[src/rtl/vwb_pkg.sv]
package vwb_pkg;

    // Timing markers carried with every pulse
    typedef struct packed {
        logic de;
        logic hs;
        logic he;
        logic vs;
        logic ve;
    } vwb_mark_t;

    typedef enum logic {
        SER_IDLE,
        SER_SHIFT
    } ser_state_e;

    typedef enum logic {
        PK_EMPTY,
        PK_FILL
    } pk_state_e;

endpackage

[src/rtl/vwb_fifo.sv]
module vwb_fifo #(
    parameter int unsigned W     = 69,
    parameter int unsigned DEPTH = 4
) (
    input  logic         clk,
    input  logic         rst_n,
    input  logic         flush,
    input  logic         push,
    input  logic [W-1:0] din,
    input  logic         pop,
    output logic [W-1:0] dout,
    output logic         empty,
    output logic         drop
);
    localparam int unsigned AW = (DEPTH > 1) ? $clog2(DEPTH) : 1;
    localparam int unsigned CW = $clog2(DEPTH + 1);
    localparam logic [AW-1:0] PTR_LAST = AW'(DEPTH - 1);

    logic [W-1:0]  mem [DEPTH];
    logic [AW-1:0] wr_ptr, rd_ptr;
    logic [CW-1:0] cnt_q;
    logic          full, do_push, do_pop;

    assign full    = (cnt_q == CW'(DEPTH));
    assign empty   = (cnt_q == '0);
    assign do_push = push && !full && !flush;
    assign do_pop  = pop && !empty && !flush;
    assign drop    = push && full;
    assign dout    = mem[rd_ptr];

    always_ff @(posedge clk) begin
        if (do_push) begin
            mem[wr_ptr] <= din;
        end
    end

    always_ff @(posedge clk or negedge rst_n) begin
        if (!rst_n) begin
            wr_ptr <= '0;
            rd_ptr <= '0;
            cnt_q  <= '0;
        end else if (flush) begin
            wr_ptr <= '0;
            rd_ptr <= '0;
            cnt_q  <= '0;
        end else begin
            if (do_push) begin
                wr_ptr <= (wr_ptr == PTR_LAST) ? '0 : wr_ptr + 1'b1;
            end
            if (do_pop) begin
                rd_ptr <= (rd_ptr == PTR_LAST) ? '0 : rd_ptr + 1'b1;
            end
            unique case ({do_push, do_pop})
                2'b10:   cnt_q <= cnt_q + 1'b1;
                2'b01:   cnt_q <= cnt_q - 1'b1;
                default: cnt_q <= cnt_q;
            endcase
        end
    end

    // the converter never takes an entry from an empty FIFO
    a_r8_no_pop_empty: assert property (@(posedge clk) disable iff (!rst_n)
        pop |-> !empty);

    // a dropped pulse leaves the FIFO full when nothing drains it
    a_r8_drop_keeps_full: assert property (@(posedge clk) disable iff (!rst_n)
        (drop && !pop && !flush) |=> (cnt_q == CW'(DEPTH)));

endmodule

[src/rtl/vwb_serializer.sv]
module vwb_serializer
    import vwb_pkg::*;
#(
    parameter int unsigned IN_W  = 64,
    parameter int unsigned OUT_W = 16
) (
    input  logic              clk,
    input  logic              rst_n,
    input  logic              flush,
    input  logic              fifo_empty,
    input  logic [IN_W-1:0]   fifo_data,
    input  vwb_mark_t         fifo_mark,
    output logic              fifo_pop,
    output logic              out_pulse,
    output logic [OUT_W-1:0]  out_data,
    output vwb_mark_t         out_mark
);
    localparam int unsigned RATIO = IN_W / OUT_W;
    localparam int unsigned IW    = (RATIO > 1) ? $clog2(RATIO) : 1;
    localparam logic [IW-1:0] LAST = IW'(RATIO - 1);

    ser_state_e       state_q, state_d;
    logic [IN_W-1:0]  sh_q;
    vwb_mark_t        mk_q;
    logic [IW-1:0]    idx_q;
    logic             last_beat;

    assign last_beat = (state_q == SER_SHIFT) && (idx_q == LAST);
    assign fifo_pop  = !flush && !fifo_empty && ((state_q == SER_IDLE) || last_beat);

    always_comb begin
        state_d = state_q;
        unique case (state_q)
            SER_IDLE: begin
                if (fifo_pop) state_d = SER_SHIFT;
            end
            SER_SHIFT: begin
                if (flush || (last_beat && !fifo_pop)) state_d = SER_IDLE;
            end
            default: state_d = SER_IDLE;
        endcase
    end

    always_ff @(posedge clk or negedge rst_n) begin
        if (!rst_n) state_q <= SER_IDLE;
        else        state_q <= state_d;
    end

    always_ff @(posedge clk or negedge rst_n) begin
        if (!rst_n) begin
            sh_q  <= '0;
            mk_q  <= '0;
            idx_q <= '0;
        end else if (fifo_pop) begin
            sh_q  <= fifo_data;
            mk_q  <= fifo_mark;
            idx_q <= '0;
        end else if (state_q == SER_SHIFT) begin
            sh_q  <= sh_q >> OUT_W;
            idx_q <= idx_q + 1'b1;
        end
    end

    always_comb begin
        out_pulse   = (state_q == SER_SHIFT);
        out_data    = sh_q[OUT_W-1:0];
        out_mark.de = mk_q.de;
        out_mark.hs = mk_q.hs && (idx_q == '0);
        out_mark.vs = mk_q.vs && (idx_q == '0);
        out_mark.he = mk_q.he && (idx_q == LAST);
        out_mark.ve = mk_q.ve && (idx_q == LAST);
    end

    // start and end markers never share one sub-beat
    a_r3_start_end_apart: assert property (@(posedge clk) disable iff (!rst_n)
        out_pulse |-> !(out_mark.hs && out_mark.he) && !(out_mark.vs && out_mark.ve));

    // a burst of sub-beats only stops after the last lane (unless flushed)
    a_r2_full_burst: assert property (@(posedge clk) disable iff (!rst_n)
        ($fell(out_pulse) && !$past(flush)) |-> ($past(idx_q) == LAST));

endmodule

[src/rtl/vwb_packer.sv]
module vwb_packer
    import vwb_pkg::*;
#(
    parameter int unsigned IN_W  = 16,
    parameter int unsigned OUT_W = 64
) (
    input  logic              clk,
    input  logic              rst_n,
    input  logic              flush,
    input  logic              fifo_empty,
    input  logic [IN_W-1:0]   fifo_data,
    input  vwb_mark_t         fifo_mark,
    output logic              fifo_pop,
    output logic              out_pulse,
    output logic [OUT_W-1:0]  out_data,
    output vwb_mark_t         out_mark
);
    localparam int unsigned RATIO = OUT_W / IN_W;
    localparam int unsigned IW    = (RATIO > 1) ? $clog2(RATIO) : 1;
    localparam logic [IW-1:0] LAST = IW'(RATIO - 1);

    pk_state_e        state_q, state_d;
    logic [OUT_W-1:0] acc_q, lane_word, merged;
    vwb_mark_t        amk_q, merged_mk;
    logic [IW-1:0]    idx_q;
    logic             take, close;
    logic             oval_q;
    logic [OUT_W-1:0] odata_q;
    vwb_mark_t        omk_q;

    assign take     = !flush && !fifo_empty;
    assign fifo_pop = take;

    always_comb begin
        lane_word = OUT_W'(fifo_mark.de ? fifo_data : '0) << (int'(idx_q) * IN_W);
        merged    = acc_q | lane_word;
        merged_mk = vwb_mark_t'(amk_q | fifo_mark);
        close     = take && ((idx_q == LAST) || fifo_mark.he || fifo_mark.ve);
    end

    always_comb begin
        state_d = state_q;
        unique case (state_q)
            PK_EMPTY: begin
                if (take && !close) state_d = PK_FILL;
            end
            PK_FILL: begin
                if (flush || close) state_d = PK_EMPTY;
            end
            default: state_d = PK_EMPTY;
        endcase
    end

    always_ff @(posedge clk or negedge rst_n) begin
        if (!rst_n) state_q <= PK_EMPTY;
        else        state_q <= state_d;
    end

    always_ff @(posedge clk or negedge rst_n) begin
        if (!rst_n) begin
            acc_q   <= '0;
            amk_q   <= '0;
            idx_q   <= '0;
            oval_q  <= 1'b0;
            odata_q <= '0;
            omk_q   <= '0;
        end else if (flush) begin
            acc_q   <= '0;
            amk_q   <= '0;
            idx_q   <= '0;
            oval_q  <= 1'b0;
            odata_q <= '0;
            omk_q   <= '0;
        end else begin
            oval_q <= close;
            if (close) begin
                odata_q <= merged;
                omk_q   <= merged_mk;
                acc_q   <= '0;
                amk_q   <= '0;
                idx_q   <= '0;
            end else if (take) begin
                acc_q   <= merged;
                amk_q   <= merged_mk;
                idx_q   <= idx_q + 1'b1;
            end
        end
    end

    always_comb begin
        out_pulse = oval_q;
        out_data  = odata_q;
        out_mark  = omk_q;
    end

    // a word built only from blank slots carries zero data
    a_r5_blank_zero: assert property (@(posedge clk) disable iff (!rst_n)
        (out_pulse && !out_mark.de) |-> (out_data == '0));

    // an emitted word leaves the gatherer ready for a fresh group
    a_r6_restart_empty: assert property (@(posedge clk) disable iff (!rst_n)
        out_pulse |-> (state_q == PK_EMPTY));

endmodule

[src/rtl/vid_width_bridge.sv]
module vid_width_bridge
    import vwb_pkg::*;
#(
    parameter int unsigned IN_W       = 64,
    parameter int unsigned OUT_W      = 16,
    parameter int unsigned FIFO_DEPTH = 4
) (
    input  logic              clk,
    input  logic              rst_n,
    input  logic              flush,
    input  logic              irq_clr,
    input  logic              in_pulse,
    input  logic              in_de,
    input  logic              in_hs,
    input  logic              in_he,
    input  logic              in_vs,
    input  logic              in_ve,
    input  logic [IN_W-1:0]   in_data,
    output logic              out_pulse,
    output logic              out_de,
    output logic              out_hs,
    output logic              out_he,
    output logic              out_vs,
    output logic              out_ve,
    output logic [OUT_W-1:0]  out_data,
    output logic              ovf_irq
);
    localparam bit          NARROW = (IN_W > OUT_W);
    localparam int unsigned MW     = $bits(vwb_mark_t);
    localparam int unsigned EW     = IN_W + MW;

    vwb_mark_t        in_mark, f_mark, o_mark;
    logic [EW-1:0]    f_dout;
    logic [IN_W-1:0]  f_data;
    logic             f_empty, f_drop, f_pop;
    logic             irq_q;

    assign in_mark = '{de: in_de, hs: in_hs, he: in_he, vs: in_vs, ve: in_ve};

    vwb_fifo #(
        .W     (EW),
        .DEPTH (FIFO_DEPTH)
    ) u_fifo (
        .clk   (clk),
        .rst_n (rst_n),
        .flush (flush),
        .push  (in_pulse),
        .din   ({in_mark, in_data}),
        .pop   (f_pop),
        .dout  (f_dout),
        .empty (f_empty),
        .drop  (f_drop)
    );

    assign f_data = f_dout[IN_W-1:0];
    assign f_mark = vwb_mark_t'(f_dout[EW-1 -: MW]);

    generate
        if (NARROW) begin : g_narrow
            vwb_serializer #(
                .IN_W  (IN_W),
                .OUT_W (OUT_W)
            ) u_conv (
                .clk        (clk),
                .rst_n      (rst_n),
                .flush      (flush),
                .fifo_empty (f_empty),
                .fifo_data  (f_data),
                .fifo_mark  (f_mark),
                .fifo_pop   (f_pop),
                .out_pulse  (out_pulse),
                .out_data   (out_data),
                .out_mark   (o_mark)
            );
        end else begin : g_widen
            vwb_packer #(
                .IN_W  (IN_W),
                .OUT_W (OUT_W)
            ) u_conv (
                .clk        (clk),
                .rst_n      (rst_n),
                .flush      (flush),
                .fifo_empty (f_empty),
                .fifo_data  (f_data),
                .fifo_mark  (f_mark),
                .fifo_pop   (f_pop),
                .out_pulse  (out_pulse),
                .out_data   (out_data),
                .out_mark   (o_mark)
            );
        end
    endgenerate

    assign out_de = o_mark.de;
    assign out_hs = o_mark.hs;
    assign out_he = o_mark.he;
    assign out_vs = o_mark.vs;
    assign out_ve = o_mark.ve;

    // Sticky overflow flag: flush beats overflow, overflow beats clear
    always_ff @(posedge clk or negedge rst_n) begin
        if (!rst_n)       irq_q <= 1'b0;
        else if (flush)   irq_q <= 1'b0;
        else if (f_drop)  irq_q <= 1'b1;
        else if (irq_clr) irq_q <= 1'b0;
    end
    assign ovf_irq = irq_q;

    // a dropped pulse raises the interrupt on the following cycle
    a_r8_overflow_sets: assert property (@(posedge clk) disable iff (!rst_n)
        (f_drop && !flush) |=> ovf_irq);

    // the interrupt holds until cleared or flushed
    a_r9_sticky: assert property (@(posedge clk) disable iff (!rst_n)
        (ovf_irq && !irq_clr && !flush) |=> ovf_irq);

    // flush silences the output and the interrupt one cycle later
    a_r10_flush_quiet: assert property (@(posedge clk) disable iff (!rst_n)
        flush |=> (!out_pulse && !ovf_irq));

endmodule

[config.mk]
export PLATFORM = sky130hd
export DESIGN_NAME = vid_width_bridge
export DESIGN_NICKNAME = d
export VERILOG_FILES = /design/src/rtl/vwb_pkg.sv /design/src/rtl/vwb_fifo.sv /design/src/rtl/vwb_serializer.sv /design/src/rtl/vwb_packer.sv /design/src/rtl/vid_width_bridge.sv
export SDC_FILE = /design/constraint.sdc
export NUM_CORES = 1
export LEC_CHECK = 0
export BUFFER_PORTS_ARGS = -buffer_cell sky130_fd_sc_hd__buf_2
export CAP_MARGIN = 5
export CORE_MARGIN = 1
export CORE_UTILIZATION = 56
export CTS_BUF_LIST = sky130_fd_sc_hd__clkbuf_2
export DETAILED_ROUTE_END_ITERATION = 7
export HOLD_SLACK_MARGIN = 0.12
export PLACE_DENSITY = 0.78
export SYNTH_ARGS = -nofsm -noshare
export SYNTH_HDL_FRONTEND = slang
export SYNTH_SLANG_ARGS = --single-unit
[constraint.sdc]
create_clock -name clk -period 3.1 [get_ports clk]
set_input_delay 0.62 -clock clk [delete_from_list [all_inputs] [get_ports clk]]
set_output_delay 0.62 -clock clk [all_outputs]
set_load 0.02 [all_outputs]
# == After elaboration in Yosys (flattened, before gate mapping) ==
# Memories as Yosys holds them, arrays and structs flattened.
# Cells that the tools add are included.
# op_classes
reduce_logical,26
n_addsub,5
mux,20
bitwise_logic,1
eq_ne,6
# op_table
cell,count
64-bit two-way mux,2
2-bit two-way mux,8
1-bit logical AND,13
"2-bit == test, second input constant",4
1-bit two-way mux,7
"2-bit by 1-bit adder with 2-bit output, second input constant",3
3-bit one-hot mux with 2 select lines,1
2-bit nonzero test,3
3-bit nonzero test,2
1-bit zero test,4
"3-bit by 1-bit adder with 3-bit output, second input constant",1
"3-bit == test, second input constant",1
3-bit zero test,1
3-bit two-way mux,1
"3-bit by 1-bit subtractor with 3-bit output, second input constant",1
"2-bit by 1-bit == test with 1-bit output, second input constant",1
2-bit zero test,1
1-bit logical OR,2
1-bit one-hot mux with 2 select lines,1
1-bit inverter,1
# word_totals
register_bits,80
ramBits,276
memories,1
inputBits,74
output_inout_bits,23
# memory_table
name,words,width,rd,rd_ports_with_merged_regs,wr,line,text
u_fifo.mem,4,69,1,0,1,vwb_fifo.sv:19,logic [W-1:0] mem [DEPTH];

# == Depth between registers and ports, before layout ==
# Gate-level depths: netlist of the first run.
# depth
depth_word,9
depth_mapped,9
depth_no_buf,7

# == Cells and area by module ==
# From an unflattened synthesis of the first run, not the netlist that was laid out.
# unflattened
hier_cells,737
hier_area_um2,13937.1
# by_module_without_submodules
module,cells_per_inst,area_each_um2,n_inst
vwb_fifo,430,10570.1,1
vwb_serializer,303,3323.2,1
vid_width_bridge,4,43.8,1

# == Worst setup path before layout of the first run ==
# Ideal clock, no wire load.
# synth_path
path_kind,input-to-reg
start,input port in_pulse
end,memory u_fifo.mem[2][0] (enable)
arrival_ns,2.912
required_ns,2.665
path_buffers,1
slack_ns,-0.246
path_stages,4
cell_sequence,clkbuf_1 > inv_1 > nor3b_1 > and2_1
# synth_between
elab_chain_cells,4
# synth_rtl
item,line,text
"start, declared",vid_width_bridge.sv:12,"input logic in_pulse,"
1-bit logical AND (2 in a row),vwb_fifo.sv:26,assign do_push = push && !full && !flush;
1-bit two-way mux,vwb_fifo.sv:32,if (do_push) begin
1-bit two-way mux (not written as such),vwb_fifo.sv:33,mem[wr_ptr] <= din;
"end, declared",vwb_fifo.sv:19,
# No other way between the ends.

# == Worst setup path after layout of the first run ==
# layout_path
start,register g_narrow.u_conv.idx_q[0]
end,output port out_hs
# layout_between
elab_chain_cells,2
# layout_rtl
item,line,text
"start, declared",vwb_serializer.sv:25,logic [IW-1:0] idx_q;
"start signal, assigned",vwb_serializer.sv:60,idx_q <= idx_q + 1'b1;
2-bit zero test,vwb_serializer.sv:68,out_mark.hs = mk_q.hs && (idx_q == '0);
1-bit logical AND,vwb_serializer.sv:68,
"end, declared",vid_width_bridge.sv:21,"output logic out_hs,"
# No other way between the ends.

==> flow_summary.ini, run 1 <==
[timing]
fmax_mhz = 410
tightest_slew_ps = 716
slew_headroom = 0.523
finalHoldViolCount = 0
tns_ps = 0
rsz0062_at_grt = no
setup_slack_ps = 659
finClkSkew_ps = 66.7
setup_viol = 0
period_minus_slack_ps = 2440
slew_violations = 0
min_period_over_period = 0.787

[place]
hpwl_um = 16000
pre_cts_ws_ps = 628
placed_cell_area_um2 = 14700
io_buffers = 96
gp_congestion = 0.757

[critical_path]
required_ps = 2480
critPathKind = flip-flop to output pin
start_kind = flip-flop
endpoint_kind = output pin
arrival_ps = 1820
cp_max_fo = 3

[final_layout]
drive_above_1_share = 0.342
fillers = 1635
final_common_cell = edfxtp_1
most-common-layout-cells = edfxtp_1 (276), clkbuf_2 (124), buf_2 (95), dfrtp_1 (78), dlygate4sd3_1 (74)
nets = 1070
syn_to_final_growth_pct = 17.3
stdcell_area_um2 = 16200

[logic_synthesis]
async_flop_share = 0.225
synth_area_leader_cell = edfxtp_1
synth-seq-area-share = 0.743
synth_edf_count = 276
ys.flop_type = edfxtp_1
synth_area_um2 = 13800
synth_area_leaders = edfxtp_1 (60%), dfrtp_1 (14%), mux4_2 (11%)
avgSynthCellArea_um2 = 17.8
syn-num-nets = 859
synthCells = 778
yosys.cell_types.count = 36
synth_top_area_frac = 0.599
ys_ff_latch = 356
yosys_warnings = 0

[floorplanning]
start_util = 0.569
std_cell_rows = 57
fp.dieArea_um2 = 25400
io_pins = 97
die_x_um = 159
die_h_um = 159
core_area_um2 = 24300

[power_and_ir_drop]
power.total_uw = 13200
power_density_nw_per_um2 = 811
vdd_ir_drop_max_mv = 0.420
p_leak_uw = 0.00585

[clock_tree]
postCtsSetupRepairBufs = 0
clk_latency_ps = 870
clkTransAtPathRegs_ps = 100
cts_tree = built
clock-sinks = 356
cts_buffers = 82
clockRootBuffer = clkbuf_2
cts_max_path_buffers = 3
htree_levels = 3
cts_hold_buf = 74
post_cts_resized = 0

[grt]
grt_pass1_vias = 8141
grt_pass1_wl_um = 43900
grt_remaining_overflow = 0
met3_usage = 0.0555
grt.met2_usage = 0.370
met1_usage = 0.309
grt-busiest-layer = met2
grt_max_degree = 70
grt_antenna_before_repair = 3
grt.total_usage = 0.230

[detailed_routing]
wl_um = 27400
vias = 7689
wl_per_cell_um = 19.8
ant_nets = 0
drc = 0
drt_iter0_drc = 552
vias_per_cell = 5.56
first_pass_iters = 5

[outcome]
status = finished clean

[worst_hold_path]
min_path_type = primary input to async pin

[run]
cap_violations = 0
-- layout make-up --
type                            instances  area [um2]  share of cell area
Antenna cell                            2        5.00            0.000308
Clock buffer                          124         621              0.0382
Clock inverter                         28         214              0.0132
Inverter                                7        26.3             0.00162
Multi-Input combinational cell        353        3190               0.196
Sequential cell                       356       10300               0.634
Tap cell                              324         405              0.0250
Timing Repair Buffer                  189        1490              0.0918
-- sequential cells by signal, summed over array words and instances, names as in the netlist, 2 cells and up --
signal,cells
u_fifo.wr_ptr,2
g_narrow.u_conv.mk_q,4
u_fifo.cnt_q,3
u_fifo.rd_ptr,2
g_narrow.u_conv.sh_q,64
u_fifo.mem,276
g_narrow.u_conv.idx_q,2
-- critical path, cell delays in order, from the launching register on --
cell and delay [ps]:
dfrtp_1 390, inv_1 100, ha_1 180, and2_1 150
buf_2 160
-- power breakdown --
| part | internal (uW) | switching, uW |
|---|---|---|
| sequential | 5870 | 507 |
| clock | 1400 | 1740 |
| combinational | 1510 | 2140 |
| total | 8790 | 4390 |
-- cells by family after synthesis --
| group | synth area share |
|---|---|
| flip-flops | 0.743 |
| AND/OR/NAND/NOR | 0.0442 |
| AO/OA/AOI/OAI | 0.0629 |
| buffers and inverters | 0.0282 |
| multiplexers | 0.112 |
| adder cells (fa/ha/maj) | 0.00687 |
| XOR/XNOR | 0.00253 |
-- metal layers --
layer / share of wire / routed length, um
met5: 0.00037 / 10
met1: 0.42 / 11500
met2: 0.50 / 13700
met3: 0.065 / 1770
met4: 0.016 / 450
-- cell usage after synthesis, drive strengths merged (3+ instances only) --
library cell,instances
nand2,68
dfrtp,80
inv,7
and2,8
a22o,16
ha,6
xnor2,4
nand3,3
clkbuf,21
o21ai,5
a21oi,101
nor2,51
buf,41
edfxtp,276
mux4,69
-- metrics by stage --
stage | utilization | cells | hold WS, ps
6_report | 0.668 | 1383 | 199
5_1_grt | 0.668 | 1382 | 198
4_1_cts | 0.668 | 1381 | 167
3_5_place_dp | 0.603 | 1155 | 454
3_3_place_gp | 0.603 | 1155 | 455
2_1_floorplan | - | 778 | 324
-- path summary, 6_finish.rpt --
| kind | startpoint | endpoint | slack (ps) | cells after the start |
|---|---|---|---|---|
| worst max-delay path | g_narrow.u_conv.idx_q[0] | out_hs | 660 | 4 |
| worst min-delay path | rst_n | g_narrow.u_conv.sh_q[4] | 200 | 2 |
| worst max register to register | u_fifo.cnt_q[0] | u_fifo.cnt_q[2] | 700 | 5 |
| worst min register to register | g_narrow.u_conv.mk_q[1] | g_narrow.u_conv.mk_q[1] | 480 | 2 |
| max in group asynchronous | rst_n | g_narrow.u_conv.sh_q[54] | 2190 | 3 |
| min in group clk | g_narrow.u_conv.mk_q[1] | g_narrow.u_conv.mk_q[1] | 480 | 2 |
Note: power is estimated with default switching activity, not from simulation.
==> run 2: changes to the inputs <==
--- a/config.mk
+++ b/config.mk
@@ -8,11 +8,11 @@
 export BUFFER_PORTS_ARGS = -buffer_cell sky130_fd_sc_hd__buf_2
 export CAP_MARGIN = 5
 export CORE_MARGIN = 1
-export CORE_UTILIZATION = 56
+export CORE_UTILIZATION = 60
 export CTS_BUF_LIST = sky130_fd_sc_hd__clkbuf_2
 export DETAILED_ROUTE_END_ITERATION = 7
 export HOLD_SLACK_MARGIN = 0.12
-export PLACE_DENSITY = 0.78
+export PLACE_DENSITY = 0.79
 export SYNTH_ARGS = -nofsm -noshare
 export SYNTH_HDL_FRONTEND = slang
 export SYNTH_SLANG_ARGS = --single-unit
==> constraint.sdc (replaced) <==
create_clock -name clk -period 2.3 [get_ports clk]
set_input_delay 0.46 -clock clk [delete_from_list [all_inputs] [get_ports clk]]
set_output_delay 0.46 -clock clk [all_outputs]
set_load 0.02 [all_outputs]
==> flow_summary.ini, run 2 (synthesis gave the netlist of run 1 again) <==
[outcome]
status = finished clean

[detailed_routing]
wl_per_cell_um = 20.6
wl_met1_um = 10800
vias_per_cell = 5.75
highest_layer = met4
wl_um = 27700
drt_iter0_drc = 724
drc = 0
first_pass_iters = 5
route.met2.wl_um = 14100
vias = 7742
ant_nets = 0
dr_wl_met3_um = 2160

[timing]
min_period_over_period = 0.974
setup_viol = 0
setup_slack_ps = 60.0
slew_headroom = 0.689
fmax_mhz = 446
slew_violations = 0
tightest_slew_ps = 466
rsz0062_at_grt = yes
period_minus_slack_ps = 2240
finalHoldViolCount = 0
finClkSkew_ps = 58.9
whs_ps = 380

[place]
gp_congestion = 0.773
pre_cts_ws_ps = 18.6
hpwl_um = 16200
placed_cell_area_um2 = 14700
io_buffers = 96

[critical_path]
cp_max_fo = 2
required_ps = 1840
worstRegToRegCells = 4
arrival_ps = 1780
endpoint_kind = output pin
start_kind = flip-flop
critPathKind = flip-flop to output pin

[final_layout]
top_regs = u_fifo.mem x276, g_narrow.u_conv.sh_q x64, g_narrow.u_conv.mk_q x4
nets = 1074
final_common_cell = edfxtp_1
stdcell_area_um2 = 16200
drive_above_1_share = 0.349
syn_to_final_growth_pct = 17.0
fillers = 1387
most-common-layout-cells = edfxtp_1 (276), clkbuf_2 (125), buf_2 (93), dfrtp_1 (78), dlygate4sd3_1 (74)
max_flop_register = u_fifo.mem
seq_area_um2 = 10300
multiInputGateArea_um2 = 3190
largest_reg_flops = 276

[floorplanning]
io_pins = 97
fp.dieArea_um2 = 23700
die_x_um = 154
core_area_um2 = 22600
std_cell_rows = 55
die_h_um = 154
start_util = 0.612

[grt]
grt_pass1_wl_um = 43500
grt_remaining_overflow = 0
grt_pass1_vias = 8144
grt_antenna_before_repair = 2
grt_max_degree = 71
grt.total_usage = 0.244

[clock_tree]
cts_max_path_buffers = 3
cts_buffers = 81
clockRootBuffer = clkbuf_2
cts_tree = built
clock-sinks = 356
clk_latency_ps = 840
postCtsSetupRepairBufs = 0
htree_levels = 3
clkTransAtPathRegs_ps = 110

[power_and_ir_drop]
power_density_nw_per_um2 = 1080
p_leak_uw = 0.00584
vdd_ir_drop_max_mv = 0.733

[worst_hold_path]
hold_depth = 2
min_path_type = primary input to flip-flop

[run]
cap_violations = 0
## run 2: routing by layer
metal	vias up	GRT usage
li1	3466	-
met1	3884	0.322
met2	356	0.402
met3	36	0.0555
met4	0	0.0952
met5	-	0
## run 2: worst paths after layout
kind | startpoint | endpoint | slack (ps)
max in group asynchronous | rst_n | g_narrow.u_conv.sh_q[26] | 1110
setup / recovery | g_narrow.u_conv.idx_q[1] | out_vs | 60
min in group asynchronous | rst_n | g_narrow.u_conv.sh_q[38] | 560
hold reg to reg | g_narrow.u_conv.out_mark[4] | g_narrow.u_conv.out_mark[4] | 500
hold / removal | in_data[58] | u_fifo.mem[3][58] | 380
setup reg to reg | u_fifo.cnt_q[2] | u_fifo.mem[0][1] | 80
## run 2: through the flow
step / power (uW) / instances / setup TNS [ps] / util
final: 17500 / 1346 / 0 / 0.715
after global placement: 13400 / 1120 / 0 / 0.648
after detailed placement: 13700 / 1120 / 0 / 0.648
after CTS: 17600 / 1344 / -8.35 / 0.714
after global routing: 18400 / 1346 / -63.0 / 0.715
after floorplan: 12300 / 778 / -38120 / -
## run 2: critical path, stage by stage, from the launching register on
cell and delay (ps):
dfrtp_1 410, inv_1 90, ha_2 200, and2_4 150, buf_6 110
## run 2: power by group
group / internal [uW] / switching [uW] / total [uW]
Clock: 1440 / 2340 / 3780
Combinational: 2150 / 3010 / 5160
Sequential: 7920 / 643 / 8560
Total: 11500 / 5990 / 17500
## run 2: final cells by class
class	instances	area share
tap	285	0.0220
clock buffer	125	0.0386
sequential	356	0.636
antenna	2	0.000309
inverter	7	0.00162
timing repair buffer	194	0.0987
clock inverter	24	0.00595
multi-input combinational	353	0.197
## run 2: timing repair
| action | 4_1_cts | 5_1_grt |
|---|---|---|
| resized for setup | 2 | 9 |
| hold endpoints to repair | 367 | 0 |
| hold buffers | 75 | 0 |
| endpoints found under the setup margin | 21 | 5 |
| pin swaps | 0 | 1 |
==> run 3: changes to the inputs <==
==> constraint.sdc (replaced) <==
create_clock -name clk -period 2.71 [get_ports clk]
set_input_delay 0.542 -clock clk [delete_from_list [all_inputs] [get_ports clk]]
set_output_delay 0.542 -clock clk [all_outputs]
set_load 0.02 [all_outputs]
==> flow_summary.ini, run 3 (synthesis gave the netlist of run 1 again) <==
[outcome]
status = finished clean

[timing]
setup_slack_ps = 357
min_period_over_period = 0.868
tightest_slew_ps = 901
rsz0062_at_grt = no
tns_ps = 0
slew_violations = 0
setup_viol = 0
slew_headroom = 0.400
period_minus_slack_ps = 2350
finalHoldViolCount = 0
finClkSkew_ps = 56.9
fmax_mhz = 425

[grt]
grt_pass1_vias = 8322
grt_antenna_before_repair = 1
grt_max_degree = 71
grt_remaining_overflow = 0
grt.total_usage = 0.248
grt_pass1_wl_um = 43900

[worst_hold_path]
min_path_type = primary input to async pin

[final_layout]
drive_above_1_share = 0.337
top_regs = u_fifo.mem x276, g_narrow.u_conv.sh_q x64, g_narrow.u_conv.mk_q x4
finish.utilization = 0.709
largest_reg_flops = 276
final_common_cell = edfxtp_1
max_flop_register = u_fifo.mem
most-common-layout-cells = edfxtp_1 (276), clkbuf_2 (129), buf_2 (95), dfrtp_1 (78), dlygate4sd3_1 (75)
nets = 1069
syn_to_final_growth_pct = 15.9

[critical_path]
cp_max_fo = 3
r2r_slack_ps = 370
worstRegToRegCells = 5
endpoint_kind = output pin
arrival_ps = 1810
start_kind = flip-flop
required_ps = 2170
regToRegEndpoint = g_narrow.u_conv.sh_q[1]
critPathKind = flip-flop to output pin
regToRegStartpoint = u_fifo.cnt_q[0]
crit_start = g_narrow.u_conv.idx_q[0]

[clock_tree]
clkTransAtPathRegs_ps = 120
cts_tree = built
cts_max_path_buffers = 3
clock-sinks = 356
cts_buffers = 85
postCtsSetupRepairBufs = 0
clockRootBuffer = clkbuf_2
clk_latency_ps = 850
htree_levels = 3

[floorplanning]
std_cell_rows = 55
die_x_um = 154
core_area_um2 = 22600
start_util = 0.612
fp.dieArea_um2 = 23700
io_pins = 97
die_h_um = 154

[detailed_routing]
ant_nets = 0
vias_per_cell = 5.84
first_pass_iters = 5
drc = 0
wl_um = 27900
wl_per_cell_um = 20.8
drt_iter0_drc = 635
vias = 7808

[place]
pre_cts_ws_ps = 460
hpwl_um = 15400
gp_congestion = 0.811
io_buffers = 96

[run]
cap_violations = 0

[power_and_ir_drop]
vdd_ir_drop_max_mv = 0.544
power_density_nw_per_um2 = 918
p_leak_uw = 0.00578
==> run 3: power breakdown <==
part           internal [uW]  switching [uW]
logic                   1710            2480
clock network           1260            1990
registers               6720             575
==> run 3: repair_timing <==
action                                 CTS  global route
resized for setup                        0             0
endpoints found under the hold margin  351             0
hold buffers                            75             0
==> run 3: critical path, stage by stage, from the launching register on <==
cell     delay (ps)
dfrtp_1         400
inv_1           100
ha_1            170
and2_1          150
buf_2           170
==> run 3: final cells by class <==
cell class                      count  area (um2)
Antenna cell                        1        2.50
Clock buffer                      129         646
Clock inverter                     22        86.3
Fill cell                        1434        6600
Inverter                            7        26.3
Multi-Input combinational cell    353        3180
Sequential cell                   356       10300
Tap cell                          285         357
Timing Repair Buffer              185        1450
==> run 3: worst max path at each step <==
stage,to,slack (ps),cells past startpoint
final,out_vs,360,4
after global routing,g_narrow.u_conv.sh_q[9],190,5
after CTS,out_vs,300,4
after detailed placement,g_narrow.u_conv.sh_q[8],460,5
after global placement,u_fifo.mem[0][52],590,5
after floorplan,u_fifo.mem[0][0],190,4
==> run 3: per-layer routing <==
metal  track usage  vias to the layer above  part of all wire
met4         0.103                        0             0.024
met2         0.407                      369              0.50
met1         0.325                     3932              0.40
met5             0                        -                 0
met3        0.0572                       60             0.072
li1              -                     3447                 -
==> run 3: metrics by stage <==
| step | hold slack, ps | area (um2) | instances | power [uW] |
|---|---|---|---|---|
| global placement | 455 | 14600 | 1111 | 11300 |
| CTS | 321 | 16000 | 1337 | 14800 |
| global route | 359 | 16000 | 1338 | 15500 |
| finish | 373 | 16000 | 1338 | 14700 |
| detailed placement | 461 | 14600 | 1111 | 11500 |
| floorplan | 246 | 13900 | 778 | 10400 |
